--- config.mk ---
export PLATFORM = sky130hd
export DESIGN_NAME = taken_target_cache
export DESIGN_NICKNAME = d
export VERILOG_FILES = /design/src/rtl/tc_pkg.sv /design/src/rtl/tc_match.sv /design/src/rtl/tc_victim.sv /design/src/rtl/tc_store.sv /design/src/rtl/taken_target_cache.sv
export SDC_FILE = /design/constraint.sdc
export NUM_CORES = 2
export LEC_CHECK = 0
export BUFFER_PORTS_ARGS = -buffer_cell sky130_fd_sc_hd__clkbuf_2
export CORE_MARGIN = 5
export CORE_UTILIZATION = 40
export CTS_CLUSTER_SIZE = 16
export DETAILED_ROUTE_END_ITERATION = 8
export PLACE_DENSITY_LB_ADDON = 0.1
export SYNTH_ARGS = -nofsm -noshare
export SYNTH_HDL_FRONTEND = slang
export SYNTH_HIERARCHICAL = 1
export SYNTH_SLANG_ARGS = --single-unit
export TNS_END_PERCENT = 20
--- constraint.sdc ---
create_clock -name clk -period 5 [get_ports clk]
set_input_delay 0.5 -clock clk [delete_from_list [all_inputs] [get_ports clk]]
set_output_delay 0.5 -clock clk [all_outputs]
set_load 0.01 [all_outputs]
--- src/rtl/tc_pkg.sv ---
package tc_pkg;

  typedef enum logic [1:0] {
    TC_IDLE    = 2'd0,
    TC_ALLOC   = 2'd1,
    TC_REFRESH = 2'd2,
    TC_DROP    = 2'd3
  } tc_action_e;

  // Decide what a resolution report does to the table.
  function automatic tc_action_e tc_classify(input logic valid_i,
                                             input logic taken_i,
                                             input logic hit_i);
    if (!valid_i)            return TC_IDLE;
    if (taken_i && hit_i)    return TC_REFRESH;
    if (taken_i)             return TC_ALLOC;
    if (hit_i)               return TC_DROP;
    return TC_IDLE;
  endfunction

endpackage

--- src/rtl/tc_match.sv ---
module tc_match #(
  parameter int ENTRIES = 8,
  parameter int ADDR_W  = 32,
  localparam int IDX_W  = (ENTRIES > 1) ? $clog2(ENTRIES) : 1
) (
  input  logic [ENTRIES-1:0] valid_i,
  input  logic [ADDR_W-1:0]  tag_i [ENTRIES],
  input  logic [ADDR_W-1:0]  key_i,
  output logic [ENTRIES-1:0] match_o,
  output logic               hit_o,
  output logic [IDX_W-1:0]   idx_o
);

  for (genvar g = 0; g < ENTRIES; g++) begin : g_cmp
    assign match_o[g] = valid_i[g] && (tag_i[g] == key_i);
  end

  assign hit_o = |match_o;

  always_comb begin
    idx_o = '0;
    for (int i = 0; i < ENTRIES; i++) begin
      if (match_o[i]) idx_o = idx_o | IDX_W'(i);
    end
  end

endmodule

--- src/rtl/tc_victim.sv ---
module tc_victim #(
  parameter int ENTRIES = 8,
  localparam int IDX_W  = (ENTRIES > 1) ? $clog2(ENTRIES) : 1
) (
  input  logic [ENTRIES-1:0] valid_i,
  input  logic [IDX_W-1:0]   rr_ptr_i,
  output logic               full_o,
  output logic [IDX_W-1:0]   victim_o
);

  logic [IDX_W-1:0] free_idx;
  logic             free_found;

  // Lowest-numbered invalid slot: scan from the top down so slot 0 wins.
  always_comb begin
    free_idx   = '0;
    free_found = 1'b0;
    for (int i = ENTRIES - 1; i >= 0; i--) begin
      if (!valid_i[i]) begin
        free_idx   = IDX_W'(i);
        free_found = 1'b1;
      end
    end
  end

  assign full_o   = !free_found;
  assign victim_o = free_found ? free_idx : rr_ptr_i;

endmodule

--- src/rtl/tc_store.sv ---
module tc_store
  import tc_pkg::*;
#(
  parameter int ENTRIES = 8,
  parameter int ADDR_W  = 32,
  localparam int IDX_W  = (ENTRIES > 1) ? $clog2(ENTRIES) : 1
) (
  input  logic               clk,
  input  logic               rst_n,
  input  tc_action_e         act_i,
  input  logic [IDX_W-1:0]   idx_i,
  input  logic               full_i,
  input  logic [ADDR_W-1:0]  pc_i,
  input  logic [ADDR_W-1:0]  target_i,
  output logic [ENTRIES-1:0] valid_o,
  output logic [ADDR_W-1:0]  tag_o [ENTRIES],
  output logic [ADDR_W-1:0]  tgt_o [ENTRIES],
  output logic [IDX_W-1:0]   rr_ptr_o
);

  localparam logic [IDX_W-1:0] LAST_IDX = IDX_W'(ENTRIES - 1);

  function automatic logic [IDX_W-1:0] rr_advance(input logic [IDX_W-1:0] p);
    return (p == LAST_IDX) ? '0 : p + 1'b1;
  endfunction

  always_ff @(posedge clk) begin
    if (!rst_n) begin
      valid_o  <= '0;
      rr_ptr_o <= '0;
      for (int i = 0; i < ENTRIES; i++) begin
        tag_o[i] <= '0;
        tgt_o[i] <= '0;
      end
    end else begin
      unique case (act_i)
        TC_ALLOC: begin
          valid_o[idx_i] <= 1'b1;
          tag_o[idx_i]   <= pc_i;
          tgt_o[idx_i]   <= target_i;
          if (full_i) rr_ptr_o <= rr_advance(rr_ptr_o);
        end
        TC_REFRESH: tgt_o[idx_i]   <= target_i;
        TC_DROP:    valid_o[idx_i] <= 1'b0;
        default: ;
      endcase
    end
  end

endmodule

--- src/rtl/taken_target_cache.sv ---
module taken_target_cache
  import tc_pkg::*;
#(
  parameter int ADDR_W      = 32,
  parameter int ENTRIES     = 8,
  parameter int INSTR_BYTES = 4
) (
  input  logic              clk,
  input  logic              rst_n,
  input  logic [ADDR_W-1:0] fetch_pc,
  output logic              pred_taken,
  output logic [ADDR_W-1:0] pred_next_pc,
  input  logic              upd_valid,
  input  logic [ADDR_W-1:0] upd_pc,
  input  logic              upd_taken,
  input  logic [ADDR_W-1:0] upd_target
);

  localparam int IDX_W = (ENTRIES > 1) ? $clog2(ENTRIES) : 1;
  localparam logic [ADDR_W-1:0] STEP = ADDR_W'(INSTR_BYTES);

  function automatic logic [ADDR_W-1:0] seq_next(input logic [ADDR_W-1:0] pc);
    return pc + STEP;
  endfunction

  logic [ENTRIES-1:0] valid_q;
  logic [ADDR_W-1:0]  tag_q [ENTRIES];
  logic [ADDR_W-1:0]  tgt_q [ENTRIES];
  logic [IDX_W-1:0]   rr_ptr_q;

  // Named internal events for the assertions.
  logic [ENTRIES-1:0] look_match, upd_match;
  logic               look_hit, upd_hit, tbl_full;
  logic [IDX_W-1:0]   look_idx, upd_hit_idx, victim_idx, wr_idx;
  tc_action_e         upd_act;
  logic               ev_alloc, ev_drop;

  tc_match #(.ENTRIES(ENTRIES), .ADDR_W(ADDR_W)) look_i (
    .valid_i(valid_q), .tag_i(tag_q), .key_i(fetch_pc),
    .match_o(look_match), .hit_o(look_hit), .idx_o(look_idx)
  );

  tc_match #(.ENTRIES(ENTRIES), .ADDR_W(ADDR_W)) resolve_i (
    .valid_i(valid_q), .tag_i(tag_q), .key_i(upd_pc),
    .match_o(upd_match), .hit_o(upd_hit), .idx_o(upd_hit_idx)
  );

  tc_victim #(.ENTRIES(ENTRIES)) victim_i (
    .valid_i(valid_q), .rr_ptr_i(rr_ptr_q),
    .full_o(tbl_full), .victim_o(victim_idx)
  );

  assign upd_act  = tc_classify(upd_valid, upd_taken, upd_hit);
  assign wr_idx   = upd_hit ? upd_hit_idx : victim_idx;
  assign ev_alloc = (upd_act == TC_ALLOC);
  assign ev_drop  = (upd_act == TC_DROP);

  tc_store #(.ENTRIES(ENTRIES), .ADDR_W(ADDR_W)) store_i (
    .clk(clk), .rst_n(rst_n), .act_i(upd_act), .idx_i(wr_idx),
    .full_i(tbl_full), .pc_i(upd_pc), .target_i(upd_target),
    .valid_o(valid_q), .tag_o(tag_q), .tgt_o(tgt_q), .rr_ptr_o(rr_ptr_q)
  );

  // Lookup reads registered state only, so same-cycle updates are unseen.
  assign pred_taken   = look_hit;
  assign pred_next_pc = look_hit ? tgt_q[look_idx] : seq_next(fetch_pc);

  // a branch address never occupies two entries.
  a_r3_single_match: assert property (@(posedge clk) disable iff (!rst_n)
    $onehot0(look_match) && $onehot0(upd_match));

  // a miss yields the sequential address.
  a_r2_miss_sequential: assert property (@(posedge clk) disable iff (!rst_n)
    !pred_taken |-> pred_next_pc == fetch_pc + STEP);

  // an allocated slot holds the reported branch and target next cycle.
  a_r4_alloc_fills: assert property (@(posedge clk) disable iff (!rst_n)
    ev_alloc |=> valid_q[$past(wr_idx)] && tag_q[$past(wr_idx)] == $past(upd_pc)
                 && tgt_q[$past(wr_idx)] == $past(upd_target));

  // a not-taken hit clears its slot.
  a_r5_drop_clears: assert property (@(posedge clk) disable iff (!rst_n)
    ev_drop |=> !valid_q[$past(upd_hit_idx)]);

  // a not-taken miss or an idle port leaves the valid bits alone.
  a_r7_quiet_keeps: assert property (@(posedge clk) disable iff (!rst_n)
    (!upd_valid || (!upd_taken && !upd_hit)) |=> valid_q == $past(valid_q));

  // with room in the table, allocation lands on a free slot.
  a_r8_uses_free: assert property (@(posedge clk) disable iff (!rst_n)
    (ev_alloc && !tbl_full) |-> !valid_q[wr_idx]);

  // the pointer moves only on a replacement into a full table.
  a_r9_rr_step: assert property (@(posedge clk) disable iff (!rst_n)
    !(ev_alloc && tbl_full) |=> $stable(rr_ptr_q));

endmodule

After elaboration in Yosys (flattened, before gate mapping)
Cells that the tools add are included.
- add/sub/neg operators: 2
- $mul: 0
- divide/modulo/power cells: 0
- order comparisons: 5
- eq/ne operators: 20
- shift-type cells: 0
- mux-type cells: 61
- bitwise logic cells: 6
- reductions and logical operators: 24
- operator list (cell ; count):
    bitwise mux 256 bit ; 2
    == test 32 bit ; 16
    2-to-1 mux 32 bit ; 4
    binary-select mux 32 bit (select 3 bit) ; 1
    demux 32 bit (select 3 bit) ; 1
    2-to-1 mux 3 bit ; 19
    adder 32 x 3 -> 32 bit (second input constant) ; 1
    2-to-1 mux 2 bit ; 12
    2-to-1 mux 1 bit ; 20
    logical AND 1 bit ; 19
    one-hot mux 8 bit (2 select lines) ; 1
    OR reduction 8 bit ; 2
    bitwise AND 8 bit ; 1
    greater-or-equal comparator 4 bit (second input constant) ; 2
    inverter 3 -> 4 bit ; 2
    inverter 8 bit ; 1
    OR 8 bit ; 1
    == test 2 bit (second input constant) ; 2
    less-than comparator 3 x 4 -> 1 bit (second input constant) ; 1
    less-than comparator 4 x 1 -> 1 bit (second input constant) ; 1
    adder 3 x 1 -> 3 bit (second input constant) ; 1
    demux 1 bit (select 3 bit) ; 1
    == test 3 bit (second input constant) ; 1
    greater-or-equal comparator 3 x 1 -> 1 bit (second input constant) ; 1
    5 further kinds ; 5
- register bits: 523
- bits in latches: 0
- bits in writable memories: 0
- bits in read-only memories: 0
- bits of input ports: 100
- memories: 0

Longest topological paths before layout
- word-level depth: 17
- gate-level depth with buffers: 15

Hierarchy
Netlist, hierarchy kept.
- by module, submodules not included (module ; times used ; cells each ; area each (µm²) ; sequential area each (µm²)):
    tc_store ; 1 ; 1796 ; 18960.7 ; 10470.0
    tc_match ; 2 ; 394 ; 3130.5 ; 0.0
    taken_target_cache ; 1 ; 289 ; 2960.3 ; 0.0
    tc_victim ; 1 ; 15 ; 88.8 ; 0.0

Worst setup path after synthesis
No wires, ideal clock.
- kind: input to output
- from: in fetch_pc[23]
- to: out pred_next_pc[10]
- arrival: 3.366 ns
- data required time: 4.500 ns
- slack: 1.134 ns
- stages on the path: 13
- cell sequence: buf_4 -> xnor2_2 -> nand4_1 -> nor4_1 -> nand4_1 -> or4_4 -> nand3_1 -> buf_2 -> buf_2 -> mux4_2 -> mux2_2 -> nand2_1 -> o21ai_0
- word-level cells in the longest chain between the ends: 14
- elaborated cells between the ends (all ways): 29
- those cells by class: 8 x eq/ne; 11 x mux; 1 x bitwise; 9 x reduce/logical
- RTL lines (item ; line ; text):
    from (decl) ; taken_target_cache.sv:10 ; input logic [ADDR_W-1:0] fetch_pc,
    == test 32 bit ; tc_match.sv:15 ; assign match_o[g] = valid_i[g] && (tag_i[g] == key_i);
    logical AND 1 bit ; tc_match.sv:15 ;
    2-to-1 mux 1 bit ; tc_match.sv:23 ; if (match_o[i]) idx_o = idx_o | IDX_W'(i);
    2-to-1 mux 2 bit (2 in series) ; tc_match.sv:23 ;
    2-to-1 mux 3 bit (3 in series) ; tc_match.sv:23 ;
    2-to-1 mux 3 bit * ; tc_match.sv:23 ;
    net look_idx[0] ; taken_target_cache.sv:34 ; logic [IDX_W-1:0] look_idx, upd_hit_idx, victim_idx, wr_idx;
    inverter 3 -> 4 bit (not written as such) * ; taken_target_cache.sv:66 ; assign pred_next_pc = look_hit ? tgt_q[look_idx] : seq_next(fetch_pc);
    binary-select mux 32 bit (select 3 bit) * ; taken_target_cache.sv:66 ;
    2-to-1 mux 32 bit (not written as such) * (2 in series) ; taken_target_cache.sv:66 ;
    2-to-1 mux 32 bit * ; taken_target_cache.sv:66 ;
    to (decl) ; taken_target_cache.sv:12 ; output logic [ADDR_W-1:0] pred_next_pc,
Mark *: on every way through the listed nets, which the timed path passes. The rest lies on a longest branch. The select of a mux whose other input is x is not followed.

Final worst setup path
- from: reg store_i/tag_o[203] (netlist bit)
- to: out pred_next_pc[8]
- word-level cells in the longest chain between the ends: 14
- elaborated cells between the ends (all ways): 15
- those cells by class: 1 x eq/ne; 11 x mux; 1 x bitwise; 2 x reduce/logical
- RTL lines (item ; line ; text):
    from (decl) ; tc_store.sv:16 ; output logic [ADDR_W-1:0] tag_o [ENTRIES],
    from (signal, indexed assignment) ; tc_store.sv:39 ; tag_o[idx_i] <= pc_i;
    == test 32 bit ; tc_match.sv:15 ;
    logical AND 1 bit ; tc_match.sv:15 ;
    2-to-1 mux 1 bit ; tc_match.sv:23 ;
    2-to-1 mux 2 bit (2 in series) ; tc_match.sv:23 ;
    2-to-1 mux 3 bit (4 in series) ; tc_match.sv:23 ;
    net look_idx[0] ; taken_target_cache.sv:34 ;
    inverter 3 -> 4 bit (not written as such) ; taken_target_cache.sv:66 ;
    binary-select mux 32 bit (select 3 bit) ; taken_target_cache.sv:66 ;
    2-to-1 mux 32 bit (not written as such) (2 in series) ; taken_target_cache.sv:66 ;
    2-to-1 mux 32 bit ; taken_target_cache.sv:66 ;
The timed path passes the listed nets, and every way through them passes these cells. The select of a mux whose other input is x is not followed.

==> metrics.md <==
| Metric | Value |
|---|---|
| Dpl cells | between 3000 and 4000 |
| Die Area | about 0.076 mm2 |
| Critical Path AT | between 4 and 5 ns |
| Die height | about 280 um |
| Post-CTS Hold Buffers | 0 |
| Antenna viol nets, final | 0 |
| Clock H-tree levels | 2 |
| Syn avg cell area | 9.81 um2 |
| Root buf cell | clkbuf_16 |
| Least-Margin Pin Slew | 0.931 ns |
| Hold crit path type | input port to flop |
| Setup crit end kind | output port |
| Worst slew margin | 0.379 |
| Status | completed |
| Final net count | a little over 3000 |
| Via count | between 20000 and 25000 |
| Gp weighted congestion | between 0.9 and 1 |
| Final non-filler cell total | between 3000 and 4000 |
| Synth Instances | around 2900 |
| Synthesized cell area | 0.0282 mm2 |
| Critical path launch point type | flop |
| DRC viols | 0 |
| Vias/cell | between 5 and 6 |
| 1st-pass router iterations | 5 |
| P per Cell Area | around 310 mW/mm2 |
| Starting DRT DRC Count | about 1900 |
| Core area | between 0.07 and 0.08 mm2 |
| Hpwl dp | ~76 mm |
| Final critical-path required period | about 4.9 ns |
| Core Util, Final | 0.465 |
| TNS Setup | 0 ns |
| YS warnings | 6 |
| # IOs | around 130 |
| Clk buf depth | 3 |
| Highest Clock Rate | around 200 MHz |
| CTS buffer count | between 50 and 60 |
| Share of post-route cells with drive strength above 1 | 0.159 |
| Tcrit/Tclk final | 0.977 |
| Clk_lat worst skew | 0.66 ns |
| Max Slew Vio Count | 0 |
| CP required | about 4.5 ns |
| Number of global-route vias before repair | ~22000 |
| Initial antenna violation count | 13 |
| Syn Nets | just under 3000 |
| # setup viols final | 0 |
| Row Count | slightly below 100 |
| P_leak | roughly 15 nW |
| # Max-Cap Violations | 0 |
| CP Max Fanout | 21 |
| Largest net degree at the start of global routing | between 100 and 150 |
| Crit Path Category | flop to output port |
| RSZ-0062 raised after global routing | false |
| Clk_skew | between 0.04 and 0.05 ns |
| WL final | between 100 and 150 mm |
| First-pass GRT wire length | between 150 and 200 mm |
| Maximum VDD drop | ~0.27 mV |
| Drt wl/cell | around 27 um |
| Gr usage total | 0.278 |
| CTS tree | done |
| Starting Density | 0.403 |
| Post CTS Setup Buffer Count | 0 |
| # port buffers | 132 |
| Area delta synth->final | 15.4% |
| Clock-pin slew of the registers on the worst-case setup and hold paths | approximately 0.06 ns |
| Gr ovfl total | 0 |
| # fillers | ~6700 |
| Final Hold Viols | 0 |
| Chip Width | ~280 um |
| Clock tree sinks | between 500 and 600 |
[routing by layer]
| layer | wire [um] | GRT usage | vias to the layer above | share of wire |
|---|---|---|---|---|
| li1 | - | - | 10100 | - |
| met1 | 46600 | 0.372 | 11213 | 0.43 |
| met2 | 49900 | 0.453 | 830 | 0.46 |
| met3 | 7620 | 0.0512 | 207 | 0.071 |
| met4 | 3690 | 0.0935 | 12 | 0.034 |
| met5 | 94 | 0 | - | 0.00087 |
[sequential cells by signal (all words and copies together) (netlist names), named ones only]
register and count:
store_i/tgt_o 256, store_i/rr_ptr_o 3, store_i/tag_o 256
[through the flow]
stage	hold WS, ns	setup slack, ns	area, um2	power, mW
final	0.274	0.115	32600	10.1
after global routing	0.279	0.0259	32600	10.4
after CTS	0.237	0.0608	32600	10.2
after detailed placement	0.448	0.186	30400	5.29
after global placement	0.439	0.191	30400	5.28
after floorplan	0.432	1.15	28200	4.89
[worst paths after layout]
check	end	slack [ns]	from	cells past startpoint
setup reg to reg	store_i/tgt_o[100]	0.47	store_i/tag_o[211]	13
hold / removal	store_i/tgt_o[148]	0.27	upd_target[20]	3
setup / recovery	pred_next_pc[8]	0.11	store_i/tag_o[203]	13
hold reg to reg	store_i/tgt_o[56]	0.45	store_i/tgt_o[56]	2
[power by group]
group	internal, mW	total, mW	switching (mW)
Clock	2.97	4.90	1.93
Sequential	4.21	4.24	0.0361
Combinational	0.324	0.978	0.654
[placed cells by master, fill, tap and decap left out, types with 64 or more instances in the layout]
master / instances
buf_4: 115
clkbuf_2: 131
dfxtp_1: 522
mux2i_1: 549
mux4_2: 64
nand2_1: 606
nand4_1: 71
nor4_1: 80
xnor2_1: 255
xor2_1: 268
[what timing repair did]
| action | CTS | global route |
|---|---|---|
| endpoints found under the setup margin | 3 | 13 |
| pin swaps | 0 | 1 |
| gates resized for setup | 1 | 1 |
| cloned | 0 | 0 |
| hold endpoints to repair | 0 | 0 |
[worst max-delay path, cell delays in order, from the launching register on]
cell and delay [ns]:
dfxtp_1 0.29, buf_4 0.14, xnor2_1 0.20, nand4_1 0.21, nor4_2 0.36, nand4_1 0.22
or4_4 0.62, nand3_4 0.17, buf_12 0.23, mux4_2 0.52, mux2_2 0.28, nand2_1 0.07
o21ai_0 0.18, clkbuf_2 0.20
[area by class of cell]
class                           count  area [um2]  area share
Timing Repair Buffer              277        2130      0.0655
Antenna cell                        4        10.0    0.000307
Clock buffer                       76        1620      0.0497
Multi-Input combinational cell   2116       16500       0.508
Tap cell                          940        1180      0.0361
Inverter                           11        41.3     0.00127
Clock inverter                     36         571      0.0175
Sequential cell                   523       10500       0.321
(Power assumes the default switching activity.)
